## src/rtl/fes_pkg.sv

```systemverilog
package fes_pkg;
  typedef enum logic [1:0] {
    ST_IDLE   = 2'd0,
    ST_ACCEPT = 2'd1,
    ST_BUSY   = 2'd2,
    ST_SUSP   = 2'd3
  } fes_state_e;

  localparam int unsigned NUM_REG   = 4;
  localparam int unsigned STAT_W    = 8;
  localparam int unsigned BIT_POLL  = 7;
  localparam int unsigned BIT_TOG   = 6;
  localparam int unsigned BIT_WIN   = 3;
  localparam int unsigned BIT_STOG  = 2;
endpackage

```

## src/rtl/fes_sector_map.sv

```systemverilog
module fes_sector_map #(
  parameter int unsigned R0_BLOCKS = 7,
  parameter int unsigned R0_SHIFT  = 6,
  parameter int unsigned R1_BLOCKS = 1,
  parameter int unsigned R1_SHIFT  = 5,
  parameter int unsigned R2_BLOCKS = 2,
  parameter int unsigned R2_SHIFT  = 3,
  parameter int unsigned R3_BLOCKS = 1,
  parameter int unsigned R3_SHIFT  = 4,
  parameter int unsigned AW        = 9,
  parameter int unsigned NSECT     = 11
) (
  input  logic [AW-1:0]    addr_i,
  output logic [NSECT-1:0] sel_o
);
  localparam int unsigned IW = (NSECT > 1) ? $clog2(NSECT) : 1;
  localparam int unsigned BLK [fes_pkg::NUM_REG] = '{R0_BLOCKS, R1_BLOCKS, R2_BLOCKS, R3_BLOCKS};
  localparam int unsigned SH  [fes_pkg::NUM_REG] = '{R0_SHIFT, R1_SHIFT, R2_SHIFT, R3_SHIFT};

  function automatic int unsigned words_below(input int unsigned r);
    int unsigned s = 0;
    for (int unsigned i = 0; i < fes_pkg::NUM_REG; i++)
      if (i < r) s += BLK[i] << SH[i];
    return s;
  endfunction

  function automatic int unsigned blocks_below(input int unsigned r);
    int unsigned s = 0;
    for (int unsigned i = 0; i < fes_pkg::NUM_REG; i++)
      if (i < r) s += BLK[i];
    return s;
  endfunction

  logic [31:0]   a32;
  logic [fes_pkg::NUM_REG-1:0] hit;
  logic [IW-1:0] idx [fes_pkg::NUM_REG];

  assign a32 = 32'(addr_i);

  for (genvar r = 0; r < fes_pkg::NUM_REG; r++) begin : g_reg
    localparam int unsigned BASE_A = words_below(r);
    localparam int unsigned BASE_B = blocks_below(r);
    localparam int unsigned SPAN   = BLK[r] << SH[r];
    if (BLK[r] == 0) begin : g_empty
      assign hit[r] = 1'b0;
      assign idx[r] = '0;
    end else begin : g_used
      assign hit[r] = (a32 >= BASE_A) && (a32 < BASE_A + SPAN);
      assign idx[r] = IW'(BASE_B + ((a32 - BASE_A) >> SH[r]));
    end
  end

  always_comb begin
    sel_o = '0;
    for (int r = 0; r < fes_pkg::NUM_REG; r++)
      if (hit[r]) sel_o = sel_o | (NSECT'(1) << idx[r]);
  end
endmodule

```

## src/rtl/fes_timer.sv

```systemverilog
module fes_timer #(
  parameter int unsigned W = 7
) (
  input  logic         clk_i,
  input  logic         rst_ni,
  input  logic         load_i,
  input  logic [W-1:0] load_val_i,
  input  logic         run_i,
  output logic         zero_o
);
  logic [W-1:0] cnt_q;

  always_ff @(posedge clk_i or negedge rst_ni) begin
    if (!rst_ni)                   cnt_q <= '0;
    else if (load_i)               cnt_q <= load_val_i;
    else if (run_i && cnt_q != '0) cnt_q <= cnt_q - 1'b1;
  end

  assign zero_o = (cnt_q == '0);
endmodule

```

## src/rtl/fes_toggle.sv

```systemverilog
module fes_toggle (
  input  logic clk_i,
  input  logic rst_ni,
  input  logic en_i,
  output logic q_o
);
  always_ff @(posedge clk_i or negedge rst_ni) begin
    if (!rst_ni)   q_o <= 1'b0;
    else if (en_i) q_o <= ~q_o;
  end
endmodule

```

## src/rtl/flash_erase_status.sv

```systemverilog
module flash_erase_status #(
  parameter int unsigned R0_BLOCKS  = 7,
  parameter int unsigned R0_SHIFT   = 6,
  parameter int unsigned R1_BLOCKS  = 1,
  parameter int unsigned R1_SHIFT   = 5,
  parameter int unsigned R2_BLOCKS  = 2,
  parameter int unsigned R2_SHIFT   = 3,
  parameter int unsigned R3_BLOCKS  = 1,
  parameter int unsigned R3_SHIFT   = 4,
  parameter int unsigned ACCEPT_CYC = 16,
  parameter int unsigned ERASE_CYC  = 64,
  localparam int unsigned NSECT   = R0_BLOCKS + R1_BLOCKS + R2_BLOCKS + R3_BLOCKS,
  localparam int unsigned TOTAL_W = (R0_BLOCKS << R0_SHIFT) + (R1_BLOCKS << R1_SHIFT)
                                  + (R2_BLOCKS << R2_SHIFT) + (R3_BLOCKS << R3_SHIFT),
  localparam int unsigned AW      = (TOTAL_W > 1) ? $clog2(TOTAL_W) : 1
) (
  input  logic             clk_i,
  input  logic             rst_ni,
  input  logic             chip_erase_i,
  input  logic             sect_erase_i,
  input  logic             suspend_i,
  input  logic [AW-1:0]    cmd_addr_i,
  input  logic             rd_i,
  input  logic [AW-1:0]    rd_addr_i,
  output logic             rd_status_o,
  output logic [7:0]       status_o,
  output logic             busy_o,
  output logic             done_o,
  output logic [NSECT-1:0] erase_mask_o
);
  import fes_pkg::*;

  localparam int unsigned MAXC = (ACCEPT_CYC > ERASE_CYC) ? ACCEPT_CYC : ERASE_CYC;
  localparam int unsigned TW   = $clog2(MAXC + 1);
  localparam logic [TW-1:0] ACC_LD = TW'(ACCEPT_CYC - 1);
  localparam logic [TW-1:0] ERS_LD = TW'(ERASE_CYC - 1);

  fes_state_e       state_q, state_d;
  logic [NSECT-1:0] sel_q, sel_d, cmd_sel, rd_sel;
  logic             chip_q, chip_d, done_d;
  logic             tmr_ld, tmr_run, tmr_zero;
  logic [TW-1:0]    tmr_val;
  logic             t6_q, t2_q, rd_in_sel, active, t6_en, t2_en;

  fes_sector_map #(
    .R0_BLOCKS(R0_BLOCKS), .R0_SHIFT(R0_SHIFT), .R1_BLOCKS(R1_BLOCKS), .R1_SHIFT(R1_SHIFT),
    .R2_BLOCKS(R2_BLOCKS), .R2_SHIFT(R2_SHIFT), .R3_BLOCKS(R3_BLOCKS), .R3_SHIFT(R3_SHIFT),
    .AW(AW), .NSECT(NSECT)
  ) i_cmd_map (.addr_i(cmd_addr_i), .sel_o(cmd_sel));

  fes_sector_map #(
    .R0_BLOCKS(R0_BLOCKS), .R0_SHIFT(R0_SHIFT), .R1_BLOCKS(R1_BLOCKS), .R1_SHIFT(R1_SHIFT),
    .R2_BLOCKS(R2_BLOCKS), .R2_SHIFT(R2_SHIFT), .R3_BLOCKS(R3_BLOCKS), .R3_SHIFT(R3_SHIFT),
    .AW(AW), .NSECT(NSECT)
  ) i_rd_map (.addr_i(rd_addr_i), .sel_o(rd_sel));

  fes_timer #(.W(TW)) i_timer (
    .clk_i, .rst_ni, .load_i(tmr_ld), .load_val_i(tmr_val), .run_i(tmr_run), .zero_o(tmr_zero)
  );

  always_comb begin
    state_d = state_q;
    sel_d   = sel_q;
    chip_d  = chip_q;
    done_d  = 1'b0;
    tmr_ld  = 1'b0;
    tmr_val = ERS_LD;
    tmr_run = 1'b0;
    unique case (state_q)
      ST_IDLE: begin
        if (chip_erase_i) begin
          state_d = ST_BUSY;
          sel_d   = '1;
          chip_d  = 1'b1;
          tmr_ld  = 1'b1;
        end else if (sect_erase_i && |cmd_sel) begin
          state_d = ST_ACCEPT;
          sel_d   = cmd_sel;
          chip_d  = 1'b0;
          tmr_ld  = 1'b1;
          tmr_val = ACC_LD;
        end
      end
      ST_ACCEPT: begin
        if (suspend_i) begin
          // window closes on suspend; erase time starts fresh at resume
          state_d = ST_SUSP;
          tmr_ld  = 1'b1;
        end else if (sect_erase_i && |cmd_sel) begin
          sel_d   = sel_q | cmd_sel;
          tmr_ld  = 1'b1;
          tmr_val = ACC_LD;
        end else if (tmr_zero) begin
          state_d = ST_BUSY;
          tmr_ld  = 1'b1;
        end else begin
          tmr_run = 1'b1;
        end
      end
      ST_BUSY: begin
        if (suspend_i && !chip_q) begin
          state_d = ST_SUSP;
        end else if (tmr_zero) begin
          state_d = ST_IDLE;
          done_d  = 1'b1;
        end else begin
          tmr_run = 1'b1;
        end
      end
      ST_SUSP: begin
        if (sect_erase_i) state_d = ST_BUSY;
      end
      default: state_d = ST_IDLE;
    endcase
  end

  always_ff @(posedge clk_i or negedge rst_ni) begin
    if (!rst_ni) begin
      state_q <= ST_IDLE;
      sel_q   <= '0;
      chip_q  <= 1'b0;
      done_o  <= 1'b0;
    end else begin
      state_q <= state_d;
      sel_q   <= sel_d;
      chip_q  <= chip_d;
      done_o  <= done_d;
    end
  end

  assign active    = (state_q == ST_ACCEPT) || (state_q == ST_BUSY);
  assign rd_in_sel = |(rd_sel & sel_q);
  assign t6_en     = rd_i && active;
  assign t2_en     = rd_i && (active || (state_q == ST_SUSP && rd_in_sel));

  fes_toggle i_tog6 (.clk_i, .rst_ni, .en_i(t6_en), .q_o(t6_q));
  fes_toggle i_tog2 (.clk_i, .rst_ni, .en_i(t2_en), .q_o(t2_q));

  assign rd_status_o = active || (state_q == ST_SUSP && rd_in_sel);

  always_comb begin
    status_o = '0;
    if (rd_status_o) begin
      status_o[BIT_TOG]  = t6_q;
      status_o[BIT_STOG] = t2_q;
      status_o[BIT_WIN]  = (state_q != ST_ACCEPT);
    end
  end

  assign busy_o       = (state_q != ST_IDLE);
  assign erase_mask_o = sel_q;
endmodule

```

## config.mk

```make
export PLATFORM = sky130hd
export DESIGN_NAME = flash_erase_status
export DESIGN_NICKNAME = d
export VERILOG_FILES = /design/src/rtl/fes_pkg.sv /design/src/rtl/fes_sector_map.sv /design/src/rtl/fes_timer.sv /design/src/rtl/fes_toggle.sv /design/src/rtl/flash_erase_status.sv
export SDC_FILE = /design/constraint.sdc
export NUM_CORES = 1
export LEC_CHECK = 0
export BUFFER_PORTS_ARGS = -buffer_cell sky130_fd_sc_hd__buf_2
export CORE_MARGIN = 3
export CORE_UTILIZATION = 35
export CTS_CLUSTER_DIAMETER = 60
export CTS_CLUSTER_SIZE = 25
export DETAILED_ROUTE_END_ITERATION = 8
export MAX_ROUTING_LAYER = met4
export PLACE_DENSITY = 0.53
export SYNTH_ARGS = -nofsm -noshare
export SYNTH_HDL_FRONTEND = slang
export SYNTH_SLANG_ARGS = --single-unit
```

## constraint.sdc

```tcl
create_clock -name clk_i -period 3.52 [get_ports clk_i]
set_input_delay 0.704 -clock clk_i [delete_from_list [all_inputs] [get_ports clk_i]]
set_output_delay 0.704 -clock clk_i [all_outputs]
set_load 0.02 [all_outputs]
```

==> reports/metrics.csv <==
stage;metric;value;unit
outcome;outcome;finished, violations left;
outcome;violations;setup timing;
route;drt_iter0_markers;213;
power;peakVddDrop;0.243;mV
critical_path;rr_endpoint;i_timer.cnt_q[4]$_DFFE_PN0P_;
sta;hold_violations;0;
route;ant_nets;0;
global_routing;grt_max_degree;25;
synth;syn_inst;343;
synth;ys_ff_latch;24;
critical_path;cp-start-kind;input port;
synth;yosysTopAreaCell;dfrtp_1;
route;first_pass_iters;5;
synth;synth.top_cell.area_share;20.3;%
clock_tree;clockBufferDepth;2;
route;via_count;3159;
route;postRouteWirelength;8.98;mm
finish;fill_cells;763;
global_routing;overflow;0;
place;hpwlAfterDp;7.15;mm
critical_path;r2r_slack;960;ps
clock_tree;clk_latency;270;ps
synth;synth_area_per_cell;8.65;um^2
sta;drv_slew;0;
clock_tree;cts_buffers;3;
critical_path;crit_arrival;3200;ps
finish;drive_gt1_share;35.8;%
critical_path;crit_required;2820;ps
sta;setup_tns;-1510;ps
global_routing;grt_pass1_vias;2989;
clock_tree;path_clk_slew;90;ps
finish;syn2layout_area_growth;41.1;%
critical_path;crit_fanout;4;
power;p_clk_share;9.4;%
sta;relSlewSlack;61.6;%
power;combPwrFrac;65.9;%
floorplanning;dieArea;9610;um^2
synth;synth_area;2970;um^2
global_routing;track_usage;18.5;%
critical_path;r2r-start;state_q[1]$_DFFE_PN0P_;
critical_path;crit_start;rd_addr_i[4];
clock_tree;cts_tree;built;
power;p_sw_share;46.4;%
finish;fin_nets;526;
sta;final.min_clock_period;3910;ps
sta;skew;1.16;ps
sta;worst_slew_pin_slew;575;ps
power;sequentialPowerShare;24.7;%
floorplanning;die_y;98.0;um
power;p_per_area;495;nW/um^2
clock_tree;htreeDepth;1;
route;wl_per_cell;16.0;um
sta;max_freq;256;MHz
global_routing;antenna_found_initial;0;
finish;fin_area;4180;um^2
job;cap_violations;0;
clock_tree;cts-root-buf;clkbuf_8;
floorplanning;die_w;98.0;um
sta;worst_slack;-387;ps
synth;synth_edf_count;0;
clock_tree;cts_hold_buf;0;
place;gp_congestion;0.957;
synth;ys_seq_area_share;20.3;%
synth;synth_area_leaders;dfrtp_1, ha_1, a22o_1;
place;dp_cells;550;
finish;finalNonFillerCells;563;
floorplanning;num_rows;32;
finish;finish.utilization;52.5;%
synth;ys_dominant_reg_cell;dfrtp_1;
place;pre_cts_slack;-631;ps
place;placed_cell_area;3870;um^2
place;port_buffers;40;
hold_path;worstHoldPathType;input port to async pin;
critical_path;crit_end;rd_status_o;
floorplanning;io-pin-count;46;
global_routing;grt_pass1_wl;14.7;mm
finish;diodes;0;
clock_tree;cts_sinks;24;
critical_path;critPathSlowestCell;a221o_1;
power;p_switching;961;uW
critical_path;r2r_cells;9;
power;power.leakage;0.00194;uW
critical_path;criticalPathCategory;input port to primary output;
route;vias_per_cell;5.61;
sta;setup_viol;4;
synth;async_reset_ff_share;100;%
floorplanning;coreArea;7970;um^2
sta;min_period_over_period;111;%
route;drc_errors;0;
power;p_int;1110;uW
critical_path;crit_chain;buf_6, ha_4, xor2_2, ha_4, xnor2_4, xnor2_2, nor3_2, a221o_1, a222oi_1, nand4_1, o21ai_4, nand2_2, buf_6;
critical_path;cp_slowest_stage_delay;320;ps
floorplanning;initial_core_util;37.2;%
critical_path;cp-end-kind;primary output;
synth;ys_warn_count;0;
sta;rsz0062_at_grt;yes;
synth;ys_types;60;
## layer usage
layer / track usage, % / part of all wire [%] / vias up
met4: 3.73 / 1.2 / 0
met5: - / 0 / -
met1: 25.9 / 48 / 1494
met3: 2.71 / 4.9 / 11
met2: 28.6 / 46 / 106
li1: - / - / 1548
## critical path: cells and delay by family
family / cells / cell delay, ps
AO/OA/AOI/OAI: 3 / 950
XOR/XNOR: 3 / 530
AND/OR/NAND/NOR: 3 / 420
adder cells (fa/ha/maj): 2 / 340
buffers and inverters: 2 / 260
## through the flow
| step | power [uW] | hold slack, ps |
|---|---|---|
| after floorplan | 1350 | 408 |
| after global placement | 1750 | 472 |
| after detailed placement | 1760 | 470 |
| after CTS | 2050 | 431 |
| after global routing | 2230 | 455 |
| final | 2070 | 416 |
## cells in the mapped netlist, types with 6 or more instances
| library cell | instances |
|---|---|
| nor3_1 | 7 |
| a21oi_1 | 7 |
| ha_1 | 40 |
| a22o_1 | 15 |
| and3_1 | 9 |
| buf_4 | 6 |
| dfrtp_1 | 24 |
| and2_1 | 6 |
| nand4_1 | 15 |
| nand2_1 | 24 |
| inv_1 | 23 |
| nand2b_1 | 7 |
| nor2b_1 | 12 |
| nand3_1 | 19 |
| nor2_1 | 16 |
## cell usage in the layout, fill, tap and decap left out, types with 4 or more instances in the layout
master and n:
nand4_1 15, buf_2 31, a21oi_1 5, and4_1 4, o21ai_0 4, a32o_1 5
nand2_1 23, a31oi_1 4, buf_4 80, a22o_1 15, o211ai_1 5, nand3b_1 4
nor3_1 6, ha_4 6, inv_1 19, a32oi_1 4, buf_6 10, a221o_1 5
and3_1 8, ha_1 31, nand2b_1 7, nor2b_1 12, and2_1 6, a221oi_1 4
dfrtp_1 24, nand3_1 19, conb_1 5, clkbuf_8 4, nor2_1 15, nor4_1 4
## worst min-delay path by stage
stage / from / end / slack (ps) / cells past startpoint
floorplan: rst_ni / chip_q$_DFFE_PN0N_ / 410 / 0
global placement: i_tog6.q_o$_DFFE_PN0P_ / i_tog6.q_o$_DFFE_PN0P_ / 470 / 1
detailed placement: i_tog6.q_o$_DFFE_PN0P_ / i_tog6.q_o$_DFFE_PN0P_ / 470 / 1
CTS: rst_ni / state_q[1]$_DFFE_PN0P_ / 430 / 1
global route: rst_ni / chip_q$_DFFE_PN0N_ / 450 / 1
finish: rst_ni / chip_q$_DFFE_PN0N_ / 420 / 1
## power by group through the flow
stage	sequential [uW]	clock [uW]	combinational [uW]
global route	526	215	1490
global placement	516	0	1240
floorplan	548	0	806
finish	512	194	1370
detailed placement	517	0	1250
CTS	512	202	1330
## cell type report
class	instances	area (um^2)	area share, %
Multi-Input combinational cell	287	2410	57.6
Timing Repair Buffer	123	898	21.5
Sequential cell	24	601	14.4
Tap cell	102	128	3.05
Inverter	23	90.1	2.15
Clock buffer	4	55.1	1.32
## cell families (layout without fill, tap and decap cells)
family,count (synthesis),in the layout,synth area share (%)
compound gates,87,87,24.9
fa+ha+maj,40,40,16.9
xor+xnor,11,11,3.76
flops,24,24,20.3
simple gates,140,140,26.8
other cells,1,5,0.126
mux,4,4,1.39
buf+inv,36,150,5.95
## flip-flops by register name, summed over array words and instances (netlist names)
name           count
i_timer.cnt_q      7
chip_q             1
erase_mask_o      11
state_q            2
i_tog6.q_o         1
i_tog2.q_o         1
done_o             1
## what timing repair did
| action | CTS | global route |
|---|---|---|
| setup endpoints to repair | 15 | 15 |
| setup buffers | 4 | 4 |
| gates resized for setup | 32 | 17 |
| gates cloned | 0 | 1 |
| pin swaps | 11 | 12 |
(Power assumes the default switching activity.)
